**src/rtl/gpio_port_pkg.sv**
```systemverilog
`timescale 1ns/1ps
package gpio_port_pkg;

    parameter int unsigned THR_W = 8;

    typedef enum logic [1:0] {
        TRIG_OFF        = 2'd0,
        TRIG_LEVEL      = 2'd1,
        TRIG_ONE_EDGE   = 2'd2,
        TRIG_BOTH_EDGES = 2'd3
    } trig_e;

    typedef struct packed {
        logic [THR_W-1:0] db_thr;
        logic             out_val;
        logic             float_en;
        logic             irq_en;
        logic             pol;
        trig_e            trig;
        logic             dir_out;
        logic             pin_en;
    } pin_cfg_t;

    // word index inside a pin window (byte offset / 4)
    localparam logic [2:0] W_CFG = 3'd0;
    localparam logic [2:0] W_DB  = 3'd1;
    localparam logic [2:0] W_IN  = 3'd2;
    localparam logic [2:0] W_FLT = 3'd3;
    localparam logic [2:0] W_OUT = 3'd4;
    localparam logic [2:0] W_CLR = 3'd5;

    localparam logic [8:0] STATUS_ADDR = 9'h104;

endpackage

```
**src/rtl/gpio_pin_filter.sv**
```systemverilog
`timescale 1ns/1ps
module gpio_pin_filter #(
    parameter int unsigned THR_W = 8
) (
    input  logic             clk,
    input  logic             rst_n,
    input  logic             pad_i,
    input  logic [THR_W-1:0] thr_i,
    output logic             level_o
);

    typedef struct packed {
        logic             meta;
        logic             sync;
        logic             level;
        logic [THR_W-1:0] cnt;
    } filt_state_t;

    filt_state_t st_d, st_q;

    always_comb begin
        st_d      = st_q;
        st_d.meta = pad_i;
        st_d.sync = st_q.meta;
        if (st_q.sync != st_q.level) begin
            if (st_q.cnt >= thr_i) begin
                st_d.level = st_q.sync;
                st_d.cnt   = '0;
            end else begin
                st_d.cnt = st_q.cnt + 1'b1;
            end
        end else begin
            st_d.cnt = '0;
        end
    end

    always_ff @(posedge clk or negedge rst_n) begin
        if (!rst_n) st_q <= '0;
        else        st_q <= st_d;
    end

    assign level_o = st_q.level;

    // the accepted level only moves when the synchronised input disagrees
    a_r5_hold_when_agree: assert property (@(posedge clk) disable iff (!rst_n)
        (st_q.sync == st_q.level) |=> $stable(st_q.level));

    // a zero threshold passes the synchronised level straight through
    a_r5_zero_thr_follows: assert property (@(posedge clk) disable iff (!rst_n)
        (thr_i == '0) |=> (st_q.level == $past(st_q.sync)));

endmodule

```
**src/rtl/gpio_pin_trig.sv**
```systemverilog
`timescale 1ns/1ps
module gpio_pin_trig
    import gpio_port_pkg::*;
(
    input  logic  clk,
    input  logic  rst_n,
    input  logic  level_i,
    input  trig_e trig_i,
    input  logic  pol_i,
    input  logic  clr_i,
    output logic  pend_o
);

    typedef struct packed {
        logic prev;
        logic latch;
    } trig_state_t;

    trig_state_t st_d, st_q;
    logic rise, fall, hit, edge_mode;

    always_comb begin
        rise      = level_i & ~st_q.prev;
        fall      = ~level_i & st_q.prev;
        edge_mode = (trig_i == TRIG_ONE_EDGE) || (trig_i == TRIG_BOTH_EDGES);
        unique case (trig_i)
            TRIG_ONE_EDGE:   hit = pol_i ? rise : fall;
            TRIG_BOTH_EDGES: hit = rise | fall;
            default:         hit = 1'b0;
        endcase

        st_d      = st_q;
        st_d.prev = level_i;
        if (!edge_mode)  st_d.latch = 1'b0;
        else if (hit)    st_d.latch = 1'b1;
        else if (clr_i)  st_d.latch = 1'b0;

        if (trig_i == TRIG_LEVEL) pend_o = (level_i == pol_i);
        else                      pend_o = st_q.latch;
    end

    always_ff @(posedge clk or negedge rst_n) begin
        if (!rst_n) st_q <= '0;
        else        st_q <= st_d;
    end

    // a clear with no coincident edge empties the latch
    a_r8_clear_empties: assert property (@(posedge clk) disable iff (!rst_n)
        (clr_i && !hit) |=> !st_q.latch);

    // the latch only rises after the filtered level moved
    a_r6_set_needs_edge: assert property (@(posedge clk) disable iff (!rst_n)
        $rose(st_q.latch) |-> $past(level_i != st_q.prev));

endmodule

```
**src/rtl/gpio_port_regs.sv**
```systemverilog
`timescale 1ns/1ps
module gpio_port_regs
    import gpio_port_pkg::*;
#(
    parameter int unsigned NUM_PINS = 8,
    parameter int unsigned ADDR_W   = 9,
    parameter int unsigned DATA_W   = 32
) (
    input  logic                         clk,
    input  logic                         rst_n,
    input  logic                         wr_en_i,
    input  logic [ADDR_W-1:0]            addr_i,
    input  logic [DATA_W-1:0]            wdata_i,
    output logic [DATA_W-1:0]            rdata_o,
    input  logic [NUM_PINS-1:0]          level_i,
    input  logic [NUM_PINS-1:0]          pend_i,
    output pin_cfg_t [NUM_PINS-1:0]      cfg_o,
    output logic [NUM_PINS-1:0]          clr_o
);

    localparam int unsigned SLOT_W = 3;

    typedef struct packed {
        pin_cfg_t [NUM_PINS-1:0] cfg;
    } regs_state_t;

    regs_state_t st_d, st_q;

    logic              hi_zero, pin_space, status_hit;
    logic [SLOT_W-1:0] slot;
    logic [2:0]        word;

    always_comb begin
        hi_zero    = ((addr_i >> 9) == '0);
        pin_space  = hi_zero && (addr_i[8] == 1'b0) && (addr_i[1:0] == 2'b00);
        status_hit = hi_zero && (addr_i[8:0] == STATUS_ADDR);
        slot       = addr_i[7:5];
        word       = addr_i[4:2];

        st_d  = st_q;
        clr_o = '0;
        rdata_o = '0;
        for (int i = 0; i < NUM_PINS; i++) begin
            if (pin_space && slot == SLOT_W'(i)) begin
                if (wr_en_i) begin
                    case (word)
                        W_CFG: begin
                            st_d.cfg[i].pin_en  = wdata_i[0];
                            st_d.cfg[i].dir_out = wdata_i[1];
                            st_d.cfg[i].trig    = trig_e'(wdata_i[3:2]);
                            st_d.cfg[i].pol     = wdata_i[4];
                            st_d.cfg[i].irq_en  = wdata_i[6];
                        end
                        W_DB:  st_d.cfg[i].db_thr   = wdata_i[THR_W-1:0];
                        W_FLT: st_d.cfg[i].float_en = wdata_i[0];
                        W_OUT: st_d.cfg[i].out_val  = wdata_i[0];
                        W_CLR: clr_o[i]             = wdata_i[0];
                        default: ;
                    endcase
                end
                case (word)
                    W_CFG: begin
                        rdata_o[0]   = st_q.cfg[i].pin_en;
                        rdata_o[1]   = st_q.cfg[i].dir_out;
                        rdata_o[3:2] = st_q.cfg[i].trig;
                        rdata_o[4]   = st_q.cfg[i].pol;
                        rdata_o[6]   = st_q.cfg[i].irq_en;
                    end
                    W_DB:  rdata_o[THR_W-1:0] = st_q.cfg[i].db_thr;
                    W_IN:  rdata_o[0] = st_q.cfg[i].dir_out ? st_q.cfg[i].out_val
                                                            : level_i[i];
                    W_FLT: rdata_o[0] = st_q.cfg[i].float_en;
                    W_OUT: rdata_o[0] = st_q.cfg[i].out_val;
                    default: ;
                endcase
            end
        end
        if (status_hit) rdata_o[NUM_PINS-1:0] = pend_i;
    end

    always_ff @(posedge clk or negedge rst_n) begin
        if (!rst_n) st_q <= '0;
        else        st_q <= st_d;
    end

    assign cfg_o = st_q.cfg;

    // a config write to pin 0 lands in the enable fields on the next cycle
    a_r2_cfg_capture: assert property (@(posedge clk) disable iff (!rst_n)
        (wr_en_i && addr_i == ADDR_W'(0)) |=>
        (st_q.cfg[0].pin_en == $past(wdata_i[0]) &&
         st_q.cfg[0].irq_en == $past(wdata_i[6])));

endmodule

```
**src/rtl/gpio_port.sv**
```systemverilog
`timescale 1ns/1ps
module gpio_port
    import gpio_port_pkg::*;
#(
    parameter int unsigned NUM_PINS = 8,
    parameter int unsigned ADDR_W   = 9,
    parameter int unsigned DATA_W   = 32
) (
    input  logic                clk,
    input  logic                rst_n,
    input  logic                bus_wr_en,
    input  logic [ADDR_W-1:0]   bus_addr,
    input  logic [DATA_W-1:0]   bus_wdata,
    output logic [DATA_W-1:0]   bus_rdata,
    input  logic [NUM_PINS-1:0] pad_in,
    output logic [NUM_PINS-1:0] pad_out,
    output logic [NUM_PINS-1:0] pad_oe,
    output logic                irq
);

    pin_cfg_t [NUM_PINS-1:0] cfg;
    logic [NUM_PINS-1:0]     level, pend, clr, armed;

    gpio_port_regs #(
        .NUM_PINS (NUM_PINS),
        .ADDR_W   (ADDR_W),
        .DATA_W   (DATA_W)
    ) u_regs (
        .clk     (clk),
        .rst_n   (rst_n),
        .wr_en_i (bus_wr_en),
        .addr_i  (bus_addr),
        .wdata_i (bus_wdata),
        .rdata_o (bus_rdata),
        .level_i (level),
        .pend_i  (pend),
        .cfg_o   (cfg),
        .clr_o   (clr)
    );

    for (genvar p = 0; p < NUM_PINS; p++) begin : g_pin
        gpio_pin_filter #(.THR_W(THR_W)) u_filt (
            .clk     (clk),
            .rst_n   (rst_n),
            .pad_i   (pad_in[p]),
            .thr_i   (cfg[p].db_thr),
            .level_o (level[p])
        );

        gpio_pin_trig u_trig (
            .clk     (clk),
            .rst_n   (rst_n),
            .level_i (level[p]),
            .trig_i  (cfg[p].trig),
            .pol_i   (cfg[p].pol),
            .clr_i   (clr[p]),
            .pend_o  (pend[p])
        );

        assign pad_out[p] = cfg[p].out_val;
        assign pad_oe[p]  = cfg[p].pin_en & cfg[p].dir_out & ~cfg[p].float_en;
        assign armed[p]   = pend[p] & cfg[p].irq_en & cfg[p].pin_en;
    end

    assign irq = |armed;

    // a pin with trigger type off never reports pending one cycle later
    a_r9_off_is_silent: assert property (@(posedge clk) disable iff (!rst_n)
        (cfg[0].trig == TRIG_OFF && $stable(cfg[0].trig)) |-> !pend[0]);

endmodule

```
**config.mk**
```make
export PLATFORM = sky130hd
export DESIGN_NAME = gpio_port
export DESIGN_NICKNAME = d
export VERILOG_FILES = /design/src/rtl/gpio_port_pkg.sv /design/src/rtl/gpio_pin_filter.sv /design/src/rtl/gpio_pin_trig.sv /design/src/rtl/gpio_port_regs.sv /design/src/rtl/gpio_port.sv
export SDC_FILE = /design/constraint.sdc
export NUM_CORES = 1
export LEC_CHECK = 0
export CAP_MARGIN = 20
export CORE_ASPECT_RATIO = 0.7
export CORE_MARGIN = 2
export CORE_UTILIZATION = 65
export CTS_BUF_LIST = sky130_fd_sc_hd__clkbuf_2
export CTS_CLUSTER_SIZE = 25
export DETAILED_ROUTE_END_ITERATION = 10
export DONT_BUFFER_PORTS = 1
export GPL_TIMING_DRIVEN = 0
export HOLD_SLACK_MARGIN = 0.1
export PLACE_DENSITY = 0.77
export SYNTH_ARGS = -nofsm -noshare
export SYNTH_HDL_FRONTEND = slang
export SYNTH_SLANG_ARGS = --single-unit
```
**constraint.sdc**
```tcl
create_clock -name clk -period 4.7 [get_ports clk]
set_clock_uncertainty 0.05 [all_clocks]
set_input_delay 1.41 -clock clk [delete_from_list [all_inputs] [get_ports clk]]
set_output_delay 1.41 -clock clk [all_outputs]
set_load 0.05 [all_outputs]
```
==> impl_metrics.py <==
metrics = {
    "outcome": {
        "status": "finished, violations left",
        "violations": "negative setup slack",
    },
    "critical_path": {
        "slowest_stage": "clkbuf_1",
        "path_buf_inv": 2,
        "crit_type": "input port to output port",
        "startpoint_type": "input port",
        "crit_path_max_incr_delay_ns": 0.48,
        "path_delay_family": "compound AO/OA/AOI/OAI gates",
        "path_max_fanout": 10,
        "worstPathArrival_ns": 3.28,
        "worstPathRequired_ns": 3.24,
        "endpoint_kind": "output port",
        "crit_chain": "buf_2, clkbuf_1, nor2_1, a31oi_1, o221ai_1, o311ai_0, nand4_1, a31o_4",
    },
    "sta": {
        "layout_worst_path_cycle_share_pct": 101,
        "setup_violations": 2,
        "maxSlewViolCount": 0,
        "finalHoldViolCount": 0,
        "min_period_ns": 4.74,
        "holdWs_ns": 0.213,
        "layout_setup_ws_ns": -0.0405,
        "timing.fmax_mhz": 211,
        "worstMarginPinSlew_ns": 1.07,
        "rsz0062_at_grt": "true",
        "maxSlewHeadroom_pct": 28.2,
    },
    "finish": {
        "fill_cells": 1451,
        "layout_commonest_cell": "dfrtp_1",
        "multi_input_area_mm2": 0.00671,
        "seq_area_mm2": 0.00581,
        "antennaDiodeCount": 0,
        "layout-drive-gt1-share_pct": 24.6,
        "layout.nets": 1434,
        "final_cell_mix": "dfrtp_1, mux2_2, nor2_1",
        "syn2layout_area_growth_pct": 9.63,
        "design_area_mm2": 0.0141,
    },
    "floorplanning": {
        "die_y_um": 122,
        "rows": 43,
        "ioPinCount": 101,
        "coreArea_mm2": 0.0196,
        "die_w_um": 172,
        "dieArea_mm2": 0.0210,
        "start_util_pct": 65.6,
    },
    "global_route": {
        "grt_antenna_before_repair": 0,
        "grt_usage_pct": 33.7,
        "grt-ovfl-total": 0,
        "grt_pass1_wl_mm": 52.7,
        "grt_pass1_vias": 9456,
        "grt_max_degree": 233,
    },
    "power_and_ir_drop": {
        "power_w": 0.00395,
        "ir_drop_mv": 0.193,
        "p_leak_nw": 6.72,
        "power_density_mw_per_mm2": 280,
    },
    "yosys": {
        "async_flop_share_pct": 100,
        "yosysTopAreaCell": "dfrtp_1",
        "ys_seq_area_share_pct": 45.0,
        "synth_flop_cell": "dfrtp_1",
        "ys_warn_count": 0,
        "yosysTopAreaCellShare_pct": 45.0,
        "yosys_register_bits": 232,
        "synth.cell_area_mm2": 0.0129,
        "synth.area.top_cells": "dfrtp_1, mux2_2, ha_1, xor2_1, mux2i_1",
        "synth_cell_types": 53,
        "synth_enable_flop_cells": 0,
        "postSynthAreaPerCell_um2": 10.6,
        "syn_inst": 1212,
    },
    "clock_network": {
        "cts_setup_buffers": 0,
        "cts-root-buf": "clkbuf_2",
        "cts_sinks": 232,
        "clk_pin_slew_ns": 0.12,
        "htree_levels": 2,
        "cts-buffers-inserted": 56,
        "cts_tree": "yes",
        "insertion_delay_ns": 0.86,
        "cts_hold_buf": 0,
        "cts_buffer_depth": 3,
    },
    "route": {
        "wl_per_cell_um": 21.4,
        "wl_met2_mm": 14.0,
        "drt-met1-wl_mm": 15.1,
        "ant_nets": 0,
        "vias_per_cell": 6.13,
        "drt_iter0_drc": 1014,
        "firstDrtPassIters": 5,
        "wl_met3_mm": 4.07,
        "via_count": 9823,
        "drc": 0,
        "top_layer_used": "met4",
        "routed_wl_mm": 34.2,
    },
    "placed_design": {
        "gp_congestion": 0.981,
        "portBuffers": 0,
        "post-place-ws_ns": -0.771,
        "postPlaceCellArea_mm2": 0.0133,
        "hpwl_mm": 24.3,
    },
    "worst_hold_path": {
        "hold_path.class": "input port to asynchronous set/reset pin",
    },
    "job": {
        "maxCapViolCount": 0,
    },
}
[where the power goes]
part / internal [W] / switching, W / total, W
Clock: 0.000526 / 0.000820 / 0.00135
Sequential: 0.00206 / 0.0000863 / 0.00215
Combinational: 0.000187 / 0.000270 / 0.000457
[synthesized netlist by cell type, types with 3 or more instances]
library cell and instances:
o22ai_1 19, nand2_1 66, a21oi_1 35, a31oi_1 5, a221oi_1 5, buf_4 34, ha_1 88, a211oi_1 14
dfrtp_1 232, a21o_1 16, o221ai_1 3, o21ai_0 54, and3b_1 8, inv_1 88, and3_1 26, nand2b_1 18
nand3_1 40, o32ai_1 3, a21boi_0 8, clkbuf_1 14, mux2_2 147, nand2_2 8, buf_2 11, xor2_1 47
mux2i_1 40, and2_1 4, nor2_1 101, nor3_1 14, or3_1 9, xnor2_1 17, nor2b_1 8
[layer usage]
metal,global-route usage (%),vias to the layer above
li1,-,4371
met1,49.7,4838
met2,47.3,531
met3,10.6,83
met4,11.2,0
met5,0,-
[through the flow]
| stage | std cells | TNS (ns) | util, % |
|---|---|---|---|
| 3_5_place_dp | 1506 | -4.66 | 67.9 |
| 3_3_place_gp | 1505 | -5.25 | 67.8 |
| 6_report | 1602 | -0.0542 | 71.9 |
| 2_1_floorplan | 1235 | -0.899 | - |
| 5_1_grt | 1602 | -0.0470 | 71.9 |
| 4_1_cts | 1602 | -0.00411 | 71.3 |
[repair_timing]
item,in CTS,in global routing
gates resized for setup,40,24
setup endpoints to repair,8,8
cloned,0,1
pin swaps,4,4
[worst paths after layout]
path | start | endpoint | slack [ns] | cells after the start
max | bus_addr[3] | bus_rdata[0] | -0.04 | 8
min | rst_n | u_regs.cfg_o[121] | 0.21 | 0
max reg2reg | g_pin[6].u_filt.st_q[0] | g_pin[6].u_filt.level_o | 2.25 | 9
min reg2reg | g_pin[2].u_filt.st_d[9] | g_pin[2].u_filt.st_q[9] | 0.29 | 0
max in group asynchronous | rst_n | u_regs.cfg_o[64] | 4.10 | 0
min in group clk | g_pin[2].u_filt.st_d[9] | g_pin[2].u_filt.st_q[9] | 0.29 | 0
[registers in the layout, indices dropped and copies added, names as in the netlist]
name                  cells
g_pin.u_filt.level_o      8
g_pin.u_filt.st_d         8
g_pin.u_filt.st_q        72
g_pin.u_trig.st_q        16
u_regs.cfg_o            128
[final cells by class]
class | instances | area share [%]
multi-input cells | 854 | 47.5
flip-flops and latches | 232 | 41.1
clock buffers | 85 | 3.01
plain buffers | 59 | 2.98
well taps | 270 | 2.39
inverters | 89 | 2.36
clock inverters | 11 | 0.478
repair buffers | 2 | 0.230
[kinds of logic (layout without fill, tap and decap cells)]
kind of cell	after synthesis	count (layout)	share of synthesized area [%]
simple gates	314	314	11.8
flops	232	232	45.0
mux	189	189	16.3
compound gates	175	175	8.44
buf+inv	149	246	5.50
fa+ha+maj	88	88	8.54
xor+xnor	64	64	4.35
other cells	1	24	0.0291
No activity file was read; power rests on OpenSTA's default activity.
